`config.mk`:
```
export PLATFORM = sky130hd
export DESIGN_NAME = pwm_timer_bank
export DESIGN_NICKNAME = d
export VERILOG_FILES = /design/src/rtl/ptb_pkg.sv /design/src/rtl/ptb_prescaler.sv /design/src/rtl/ptb_channel.sv /design/src/rtl/pwm_timer_bank.sv
export SDC_FILE = /design/constraint.sdc
export NUM_CORES = 2
export LEC_CHECK = 0
export ABC_AREA = 1
export ABC_CLOCK_PERIOD_IN_PS = 2700
export BUFFER_PORTS_ARGS = -buffer_cell sky130_fd_sc_hd__buf_4
export CAP_MARGIN = 20
export CORE_MARGIN = 5
export CORE_UTILIZATION = 45
export DETAILED_ROUTE_END_ITERATION = 7
export PLACE_DENSITY = 0.71
export SETUP_SLACK_MARGIN = 0.15
export SLEW_MARGIN = 20
export SYNTH_ARGS = -nofsm -noshare
export SYNTH_HDL_FRONTEND = slang
export SYNTH_SLANG_ARGS = --single-unit
export TNS_END_PERCENT = 5
```
`constraint.sdc`:
```
create_clock -name clk -period 2.7 [get_ports clk]
set_input_delay 0.135 -clock clk [delete_from_list [all_inputs] [get_ports clk]]
set_output_delay 0.135 -clock clk [all_outputs]
set_load 0.05 [all_outputs]
```
`src/rtl/ptb_pkg.sv`:
```
package ptb_pkg;
  localparam int DATA_W = 16;
  localparam int ADDR_W = 6;
  localparam int CTRL_W = 6;
  localparam int PRE_W  = 10;

  localparam logic [ADDR_W-1:0] A_START = 6'h20;
  localparam logic [ADDR_W-1:0] A_STOP  = 6'h21;
  localparam logic [ADDR_W-1:0] A_RUN   = 6'h22;

  typedef enum logic [1:0] {
    R_CTRL = 2'd0,
    R_DUTY = 2'd1,
    R_PER  = 2'd2,
    R_CNT  = 2'd3
  } chreg_e;

  // Control word; field order is the software-visible layout.
  typedef struct packed {
    logic [2:0] div_sel;
    logic       abrupt;
    logic       idle_hi;
    logic       out_en;
  } ctrl_t;

  // Low-bit mask of the divider counter: a tick occurs when all masked bits are 1.
  function automatic logic [PRE_W-1:0] div_mask(input logic [2:0] sel);
    if (sel >= 3'd5) return '1;
    return PRE_W'((1 << (2 * int'(sel))) - 1);
  endfunction
endpackage

```
`src/rtl/ptb_prescaler.sv`:
```
module ptb_prescaler
  import ptb_pkg::*;
(
  input  logic       clk,
  input  logic       rst_n,
  input  logic       run,
  input  logic [2:0] sel,
  output logic       tick
);
  logic [PRE_W-1:0] pre_q;
  logic [PRE_W-1:0] mask;

  assign mask = div_mask(sel);
  assign tick = run && ((pre_q & mask) == mask);

  always_ff @(posedge clk or negedge rst_n) begin
    if (!rst_n)      pre_q <= '0;
    else if (!run)   pre_q <= '0;
    else             pre_q <= pre_q + 1'b1;
  end
endmodule

```
`src/rtl/ptb_channel.sv`:
```
module ptb_channel
  import ptb_pkg::*;
(
  input  logic              clk,
  input  logic              rst_n,
  input  logic              run,
  input  logic              wr_en,
  input  chreg_e            reg_sel,
  input  logic [DATA_W-1:0] wr_data,
  output logic [DATA_W-1:0] rd_data,
  output ctrl_t             ctrl_o,
  output logic [DATA_W-1:0] duty_o,
  output logic [DATA_W-1:0] per_o,
  output logic [DATA_W-1:0] cnt_o,
  output logic              pin_o
);
  ctrl_t             ctrl_q;
  logic [DATA_W-1:0] duty_q, per_q, cnt_q;
  logic              linger_q;
  logic              tick, wrap, active, gate;

  ptb_prescaler u_pre (
    .clk  (clk),
    .rst_n(rst_n),
    .run  (run),
    .sel  (ctrl_q.div_sel),
    .tick (tick)
  );

  assign wrap   = tick && (cnt_q == per_q);
  assign active = (duty_q <= per_q) && (cnt_q >= duty_q);
  assign gate   = ctrl_q.out_en | (linger_q & ~ctrl_q.abrupt);
  assign pin_o  = ctrl_q.idle_hi ^ (gate & active);

  always_ff @(posedge clk or negedge rst_n) begin
    if (!rst_n) begin
      ctrl_q   <= '0;
      duty_q   <= '1;
      per_q    <= '0;
      cnt_q    <= '0;
      linger_q <= 1'b0;
    end else begin
      if (wr_en && reg_sel == R_CTRL) ctrl_q <= ctrl_t'(wr_data[CTRL_W-1:0]);
      if (wr_en && reg_sel == R_DUTY) duty_q <= wr_data;
      if (wr_en && reg_sel == R_PER)  per_q  <= wr_data;
      if (wr_en && reg_sel == R_CNT)  cnt_q  <= wr_data;
      else if (tick)                  cnt_q  <= wrap ? '0 : cnt_q + 1'b1;
      // Graceful drain: keeps the waveform alive after disable until the wrap.
      if (wrap || !run || ctrl_q.abrupt) linger_q <= 1'b0;
      else if (ctrl_q.out_en)            linger_q <= 1'b1;
    end
  end

  always_comb begin
    unique case (reg_sel)
      R_CTRL:  rd_data = DATA_W'(ctrl_q);
      R_DUTY:  rd_data = duty_q;
      R_PER:   rd_data = per_q;
      default: rd_data = cnt_q;
    endcase
  end

  assign ctrl_o = ctrl_q;
  assign duty_o = duty_q;
  assign per_o  = per_q;
  assign cnt_o  = cnt_q;
endmodule

```
`src/rtl/pwm_timer_bank.sv`:
```
module pwm_timer_bank
  import ptb_pkg::*;
#(
  parameter int NCH = 8
) (
  input  logic              clk,
  input  logic              rst_n,
  input  logic              bus_we,
  input  logic [ADDR_W-1:0] bus_addr,
  input  logic [DATA_W-1:0] bus_wdata,
  output logic [DATA_W-1:0] bus_rdata,
  output logic [NCH-1:0]    pwm_o
);
  localparam int IDX_W = 3;

  logic [NCH-1:0]             run_q;
  logic [NCH-1:0]             ch_hit;
  logic [NCH-1:0][DATA_W-1:0] ch_rd, ch_duty, ch_per, ch_cnt;
  logic [NCH-1:0]             ch_en, ch_idle, ch_abr;
  logic                       in_ch_space;

  assign in_ch_space = !bus_addr[ADDR_W-1];

  always_ff @(posedge clk or negedge rst_n) begin
    if (!rst_n) run_q <= '0;
    else if (bus_we && bus_addr == A_START) run_q <= run_q | bus_wdata[NCH-1:0];
    else if (bus_we && bus_addr == A_STOP)  run_q <= run_q & ~bus_wdata[NCH-1:0];
  end

  for (genvar i = 0; i < NCH; i++) begin : g_ch
    ctrl_t ctrl_w;
    assign ch_hit[i] = in_ch_space && (bus_addr[ADDR_W-2:2] == IDX_W'(i));

    ptb_channel u_ch (
      .clk    (clk),
      .rst_n  (rst_n),
      .run    (run_q[i]),
      .wr_en  (bus_we && ch_hit[i]),
      .reg_sel(chreg_e'(bus_addr[1:0])),
      .wr_data(bus_wdata),
      .rd_data(ch_rd[i]),
      .ctrl_o (ctrl_w),
      .duty_o (ch_duty[i]),
      .per_o  (ch_per[i]),
      .cnt_o  (ch_cnt[i]),
      .pin_o  (pwm_o[i])
    );

    assign ch_en[i]   = ctrl_w.out_en;
    assign ch_idle[i] = ctrl_w.idle_hi;
    assign ch_abr[i]  = ctrl_w.abrupt;
  end

  always_comb begin
    bus_rdata = '0;
    if (bus_addr == A_RUN) begin
      bus_rdata[NCH-1:0] = run_q;
    end else begin
      for (int i = 0; i < NCH; i++) begin
        if (ch_hit[i]) bus_rdata = ch_rd[i];
      end
    end
  end
endmodule

```
; ---- Word-level counts from Yosys, hierarchy flattened
; Index checks and enable logic that the tools add are counted.
[totals]
elab_cells = 419
memories = 0
ff_bits = 528
latchBits = 0
ramBits = 0
input_bits = 25
mem_bits_ro = 0
out_inout_bits = 24
[classes]
reduce_logical = 118
mux = 92
n_eq_ne = 29
order_cmp = 24
multipliers = 0
div_mod_pow = 0
bitwise = 51
n_addsub = 24
n_shift = 8
[op_table]
columns = operator, count
row1 = $mux 16, 32
row2 = $pmux 16 s3, 8
row3 = $mux 10, 24
row4 = $add 16x1->16 const B, 8
row5 = $eq 16x16->1, 8
row6 = $ge 16x16->1, 8
row7 = $le 16x16->1, 8
row8 = $add 10x1->10 const B, 8
row9 = $and 10x10->10, 8
row10 = $eq 10x10->1, 8
row11 = $shl 1x4->10 const A, 8
row12 = $sub 10x2->10 const B, 8
row13 = $logic_and 1x1->1, 74
row14 = $reduce_bool 2->1, 17
row15 = $mux 8, 4
row16 = $ge 3x3->1 const B, 8
row17 = $mux 1, 24
row18 = $eq 6x6->1 const B, 3
row19 = $and 1x1->1, 16
row20 = $logic_or 1x1->1, 16
row21 = $eq 3x3->1 const B, 4
row22 = $logic_not 1->1, 9
row23 = $and 8x8->8, 1
row24 = $not 1->1, 8
row25 = 10 further kinds, 26

; ---- Depth between registers and ports, before layout
[logic_depth]
word_depth = 11
depth_mapped = 19
ltp_nobuf = 18

; ---- Modules after synthesis
; Synthesis repeated with hierarchy kept, for this count alone.
[unflattened]
hier_cells = 5292
area_unflattened_um2 = 38219.2
[by_module_without_submodules]
columns = mod, area_each_um2, n_inst, cells_each, seq_area_each_um2
row1 = ptb_channel, 3901.2, 8, 527, 1396.3
row2 = ptb_prescaler, 660.6, 8, 92, 250.2
row3 = pwm_timer_bank, 1724.2, 1, 340, 200.2

; ---- Least setup slack after synthesis
; OpenSTA, ideal clock, no wires.
[synth_timing]
kind = reg-to-output
startpoint = register g_ch[0].u_ch.duty_q[8]
endpoint = output bus_rdata[8]
stages_incl_launch_ff = 17
slack_ns = 0.557
path_buffers = 0
required_time_ns = 2.565
t_arrival_ns = 2.008
path_cell_list = dfstp_2 -> nand3_1 -> nand2_1 -> nand2_1 -> nand2_1 -> nand2_1 -> nand2_1 -> nand2_1 -> nand2_1 -> nand2_1 -> nand2_1 -> nand2_1 -> nand2_1 -> nand2_1 -> nand2_1 -> nand2_1 -> a21oi_1
[synth_between]
elab_chain_cells = 10
[synth_rtl]
columns = element, line_no
row1 = start: declaration, ptb_channel.sv:18  ; logic [DATA_W-1:0] duty_q, per_q, cnt_q;
row2 = start signal: assignment, ptb_channel.sv:44  ; if (wr_en && reg_sel == R_DUTY) duty_q <= wr_data;
row3 = $pmux 16 s3, ptb_channel.sv:55  ; unique case (reg_sel)
row4 = $mux 16 (8 in a row), pwm_timer_bank.sv:60  ; if (ch_hit[i]) bus_rdata = ch_rd[i];
row5 = $mux 8, pwm_timer_bank.sv:56  ; if (bus_addr == A_RUN) begin
row6 = end: declaration, pwm_timer_bank.sv:11  ; output logic [DATA_W-1:0] bus_rdata,
; No other way between the ends.

; ---- Worst setup path in the final report
[layout_timing]
startpoint = register g_ch[0].u_ch.per_q[2]
endpoint = output bus_rdata[2]
[layout_between]
elab_chain_cells = 10
[layout_rtl]
columns = element, line_no
row1 = start: declaration, ptb_channel.sv:18
row2 = start signal: assignment, ptb_channel.sv:45  ; if (wr_en && reg_sel == R_PER) per_q <= wr_data;
row3 = $pmux 16 s3, ptb_channel.sv:55
row4 = $mux 16 (8 in a row), pwm_timer_bank.sv:60
row5 = $mux 8, pwm_timer_bank.sv:56
; No other way between the ends.

==> flow_summary.html <==
<table>
<tr><th>Metric</th><th>Value</th></tr>
<tr><th colspan="2">Clock network</th></tr>
<tr><td>Number of buffers on the longest clock path</td><td>3</td></tr>
<tr><td>Clock insertion delay at the later pin of the skew report</td><td>0.64 ns</td></tr>
<tr><td>Number of clock buffers inserted by TritonCTS</td><td>59</td></tr>
<tr><td>H-tree depth</td><td>2</td></tr>
<tr><td>Register clock-pin slew on the reported worst setup and hold paths</td><td>0.06 ns</td></tr>
<tr><td>CTS tree</td><td>yes</td></tr>
<tr><td>Master cell of the clock root buffer</td><td>clkbuf_16</td></tr>
<tr><td>Number of sinks on the clock net</td><td>528</td></tr>
<tr><th colspan="2">Synthesis</th></tr>
<tr><td>Count of state elements after synthesis</td><td>528</td></tr>
<tr><td>Area fraction in and, or, nand and nor cells after synthesis</td><td>20.4%</td></tr>
<tr><td>Post-synthesis sequential area ratio</td><td>37.4%</td></tr>
<tr><td>Number of distinct library cell variants in the gate-level netlist after synthesis</td><td>62</td></tr>
<tr><td>Compound-Gate Fraction of Synth Area</td><td>19.7%</td></tr>
<tr><td>Number of enable flip-flop cells after synthesis</td><td>0</td></tr>
<tr><td>Ys Warns</td><td>0</td></tr>
<tr><td>Area of the mapped netlist</td><td>35800 um2</td></tr>
<tr><td>Post-synthesis instance total</td><td>4633</td></tr>
<tr><td>Post-synthesis share of cell area spent on xor and xnor gates</td><td>3.25%</td></tr>
<tr><td>Adder-cell share of the synthesized area</td><td>9.75%</td></tr>
<tr><td>Total nets after synthesis</td><td>4937</td></tr>
<tr><td>Primary FF master, synth</td><td>dfrtp_1</td></tr>
<tr><td>Fraction of registers with async set or reset after synthesis</td><td>100%</td></tr>
<tr><td>Dominant combinational cell family by area after synthesis</td><td>simple AND/OR/NAND/NOR gates</td></tr>
<tr><td>Multiplexer share of the synthesized area</td><td>0%</td></tr>
<tr><td>Avg Synthesized Cell Area</td><td>7.73 um2</td></tr>
<tr><th colspan="2">Setup path</th></tr>
<tr><td>Worst path arrival time</td><td>2.74 ns</td></tr>
<tr><td>Critical path peak fanout</td><td>4</td></tr>
<tr><td>Startpoint of the worst register-to-register path</td><td>g_ch[3].u_ch.ctrl_o[4]</td></tr>
<tr><td>Nature of the critical path startpoint</td><td>flip-flop</td></tr>
<tr><td>Required time at the worst-slack endpoint</td><td>2.57 ns</td></tr>
<tr><td>Length in cells of the worst reg-to-reg path</td><td>16</td></tr>
<tr><td>Capturing point of the worst reg2reg path</td><td>g_ch[3].u_ch.cnt_o[12]</td></tr>
<tr><td>Slack of the worst reg-to-reg path</td><td>0.25 ns</td></tr>
<tr><td>Critical path class</td><td>reg -&gt; out</td></tr>
<tr><td>Endpoint kind of the worst setup timing path</td><td>output port</td></tr>
<tr><th colspan="2">GRT</th></tr>
<tr><td>Wire length of the first global-routing pass</td><td>191 mm</td></tr>
<tr><td>Number of global-route vias before repair</td><td>32115</td></tr>
<tr><td>Initial antenna violation count</td><td>5</td></tr>
<tr><td>Overall global routing resource usage</td><td>28.1%</td></tr>
<tr><td>Maximum number of pins on one net before global-route repair</td><td>70</td></tr>
<tr><td>GRT overflow</td><td>0</td></tr>
<tr><th colspan="2">Power and ir drop</th></tr>
<tr><td>Proportion of power drawn by combinational gates</td><td>37.5%</td></tr>
<tr><td>Cell-internal power</td><td>0.0195 W</td></tr>
<tr><td>Leakage power</td><td>18.1 nW</td></tr>
<tr><td>Cell Pwr Density</td><td>784 nW/um2</td></tr>
<tr><td>Switching power summed over all nets</td><td>0.0131 W</td></tr>
<tr><td>Switching fraction of total power</td><td>40.1%</td></tr>
<tr><td>Power Total</td><td>0.0326 W</td></tr>
<tr><td>Clock network power share</td><td>27.0%</td></tr>
<tr><td>Fraction of power consumed by sequential logic</td><td>35.5%</td></tr>
<tr><td>Maximum vdd drop</td><td>508 uV</td></tr>
<tr><th colspan="2">STA</th></tr>
<tr><td>Worst slack on hold paths</td><td>0.0658 ns</td></tr>
<tr><td>Max-slew violations</td><td>0</td></tr>
<tr><td>Time the worst path needs with I/O delays and setup</td><td>2.88 ns</td></tr>
<tr><td>Setup slack of the critical path after layout</td><td>-0.178 ns</td></tr>
<tr><td>Achievable clock frequency</td><td>347 MHz</td></tr>
<tr><td>Count of endpoints failing hold in the final timing report</td><td>0</td></tr>
<tr><td>Setup Skew</td><td>0.0138 ns</td></tr>
<tr><td>Relative slew margins</td><td>53.5%</td></tr>
<tr><td>Setup repair after global routing missed its margin</td><td>true</td></tr>
<tr><td>Worst Tran Pin Value</td><td>0.692 ns</td></tr>
<tr><td>Ratio of final minimum period to clock period</td><td>107%</td></tr>
<tr><td>Final number of setup-violating endpoints</td><td>16</td></tr>
<tr><th colspan="2">Drt</th></tr>
<tr><td>Wire length on met3</td><td>12.1 mm</td></tr>
<tr><td>Uppermost layer routed</td><td>met5</td></tr>
<tr><td>Number of DRC violations after detailed routing</td><td>0</td></tr>
<tr><td>Aggregate routed wire length</td><td>124 mm</td></tr>
<tr><td>Total iterations of the first detailed-routing run</td><td>7</td></tr>
<tr><td>Drt initial violations</td><td>3930</td></tr>
<tr><td>Average wire per cell in the routed design</td><td>21.4 um</td></tr>
<tr><td>Vias after detailed routing</td><td>34424</td></tr>
<tr><td>Post-route met1 wirelength</td><td>52.0 mm</td></tr>
<tr><td>Routed vias/inst</td><td>5.93</td></tr>
<tr><td>Met2 wire len</td><td>53.5 mm</td></tr>
<tr><td>ANT nets after route</td><td>0</td></tr>
<tr><th colspan="2">Die</th></tr>
<tr><td>Initial Util</td><td>45.4%</td></tr>
<tr><td>Number of standard-cell rows in the floorplan</td><td>103</td></tr>
<tr><td>Io pins</td><td>49</td></tr>
<tr><td>Die outline area</td><td>85300 um2</td></tr>
<tr><td>Chip width</td><td>292 um</td></tr>
<tr><td>Vertical extent of the die</td><td>292 um</td></tr>
<tr><td>Core area</td><td>78900 um2</td></tr>
<tr><th colspan="2">Place</th></tr>
<tr><td>DP Worst Slack</td><td>0.0596 ns</td></tr>
<tr><td>RePlAce Congestion</td><td>1.02</td></tr>
<tr><td>HPWL after detailed placement</td><td>90.1 mm</td></tr>
<tr><td>Port Buf Inserts</td><td>48</td></tr>
<tr><th colspan="2">Layout</th></tr>
<tr><td>Fraction of layout instances using a drive strength above 1</td><td>17.2%</td></tr>
<tr><td>Post-synthesis to final-layout area growth</td><td>16.2%</td></tr>
<tr><td>Net count of the finished layout</td><td>5007</td></tr>
<tr><th colspan="2">Outcome</th></tr>
<tr><td>Status</td><td>finished, violations left</td></tr>
<tr><td>Violated checks</td><td>negative setup slack</td></tr>
<tr><th colspan="2">Run</th></tr>
<tr><td>Max-cap viol count</td><td>0</td></tr>
<tr><th colspan="2">Min path</th></tr>
<tr><td>Worst hold-check path type</td><td>in -&gt; async</td></tr>
</table>
flip-flops by register name, indices dropped and copies added (netlist names), named ones only:
name and flops:
g_ch.u_ch.linger_q 8, g_ch.u_ch.duty_o 128, g_ch.u_ch.ctrl_o 48, g_ch.u_ch.cnt_o 128, g_ch.u_ch.per_o 128, g_ch.u_ch.u_pre.pre_q 80
synthesized netlist by cell type, drive strengths merged, types with 4 or more instances:
master	n	area share (%)
a31oi	21	0.37
buf	86	1.5
xor2	90	2.2
xnor2	43	1.1
or2	8	0.14
nor3b	6	0.17
nor2	209	2.6
nand3b	4	0.13
o21ai	537	7.5
nand4	107	1.9
nor4	22	0.40
ha	279	9.8
a21oi	311	4.4
dfstp	128	9.4
o211ai	40	0.84
nand3	166	2.5
nor3	126	2.0
a21o	4	0.084
o21bai	29	0.61
o221ai	113	2.8
clkbuf	135	1.4
a211oi	9	0.20
dfrtp	400	28
nand2	989	10
a221oi	28	0.69
o22ai	79	1.4
inv	626	6.6
o21a	13	0.27
o2111ai	10	0.24
per-layer routing:
metal / GRT usage, % / vias up
met5: 0 / -
met4: 12.3 / 2
met3: 5.01 / 344
met2: 42.2 / 1766
met1: 39.8 / 16381
li1: - / 15931
repair_timing:
item | CTS | global route
setup buffers | 11 | 13
resized for setup | 162 | 160
hold endpoints to repair | 363 | 0
pin swaps | 58 | 80
hold buffers | 19 | 0
setup endpoints to repair | 24 | 90
stage by stage:
| stage | setup TNS [ns] | utilization (%) | instances | area (um2) |
|---|---|---|---|---|
| floorplan | 0 | - | 4633 | 35800 |
| global placement | 0 | 47.9 | 5649 | 37800 |
| detailed placement | 0 | 47.9 | 5649 | 37800 |
| CTS | -1.47 | 51.8 | 5791 | 40800 |
| global route | -2.69 | 52.7 | 5804 | 41600 |
| finish | -1.33 | 52.7 | 5805 | 41600 |
cells by family (layout without fill, tap and decap cells):
family,count (synthesis),in the layout
simple gates,1639,1639
buf+inv,848,969
xor+xnor,133,133
flops,528,528
other cells,0,1
compound gates,1206,1206
fa+ha+maj,279,279
final cells by class:
class                      count  area, um2
antenna                        1       2.50
clock buffer                  90       1800
clock inverter                22        310
fill                        7265      37300
inverter                     627       2380
multi-input combinational   3257      20300
sequential                   528      13400
tap                         1050       1310
timing repair buffer         230       2110
worst max-delay path, cell delays in order (launching register included):
cell and delay, ns:
dfrtp_2 0.47, o21ai_0 0.23, o221ai_1 0.16, o211ai_1 0.13, nand2_1 0.16, nor2_1 0.13, nand3_1 0.18, a211oi_1 0.22
nand3_1 0.18, buf_4 0.24
cell usage in the layout, fill, tap and decap left out, types with 60 or more instances in the layout:
cell / count
nand2_1: 953
inv_1: 547
o21ai_0: 484
dfrtp_1: 381
a21oi_1: 281
ha_1: 241
buf_4: 175
nor2_1: 168
nand3_1: 128
dfstp_2: 128
nand4_1: 105
o221ai_1: 101
xor2_1: 90
nor3_1: 85
o22ai_1: 79
inv_2: 70
clkbuf_16: 60
how the worst max path moves through the flow:
stage | startpoint | endpoint | slack (ns)
CTS | g_ch[5].u_ch.duty_o[1] | pwm_o[5] | -0.14
detailed placement | bus_addr[1] | bus_rdata[0] | 0.06
global placement | bus_addr[1] | bus_rdata[0] | 0.06
floorplan | g_ch[0].u_ch.duty_o[8] | bus_rdata[8] | 0.56
global route | g_ch[5].u_ch.duty_o[15] | pwm_o[5] | -0.23
finish | g_ch[0].u_ch.per_o[2] | bus_rdata[2] | -0.18
power by group through the flow:
stage	clock network (W)	logic, W	registers, W
after floorplan	0	0.00791	0.0107
after global placement	0	0.0104	0.0115
after detailed placement	0	0.0107	0.0115
after CTS	0.00888	0.0114	0.0114
after global routing	0.00924	0.0136	0.0117
final	0.00881	0.0122	0.0116
(Power assumes the default switching activity.)
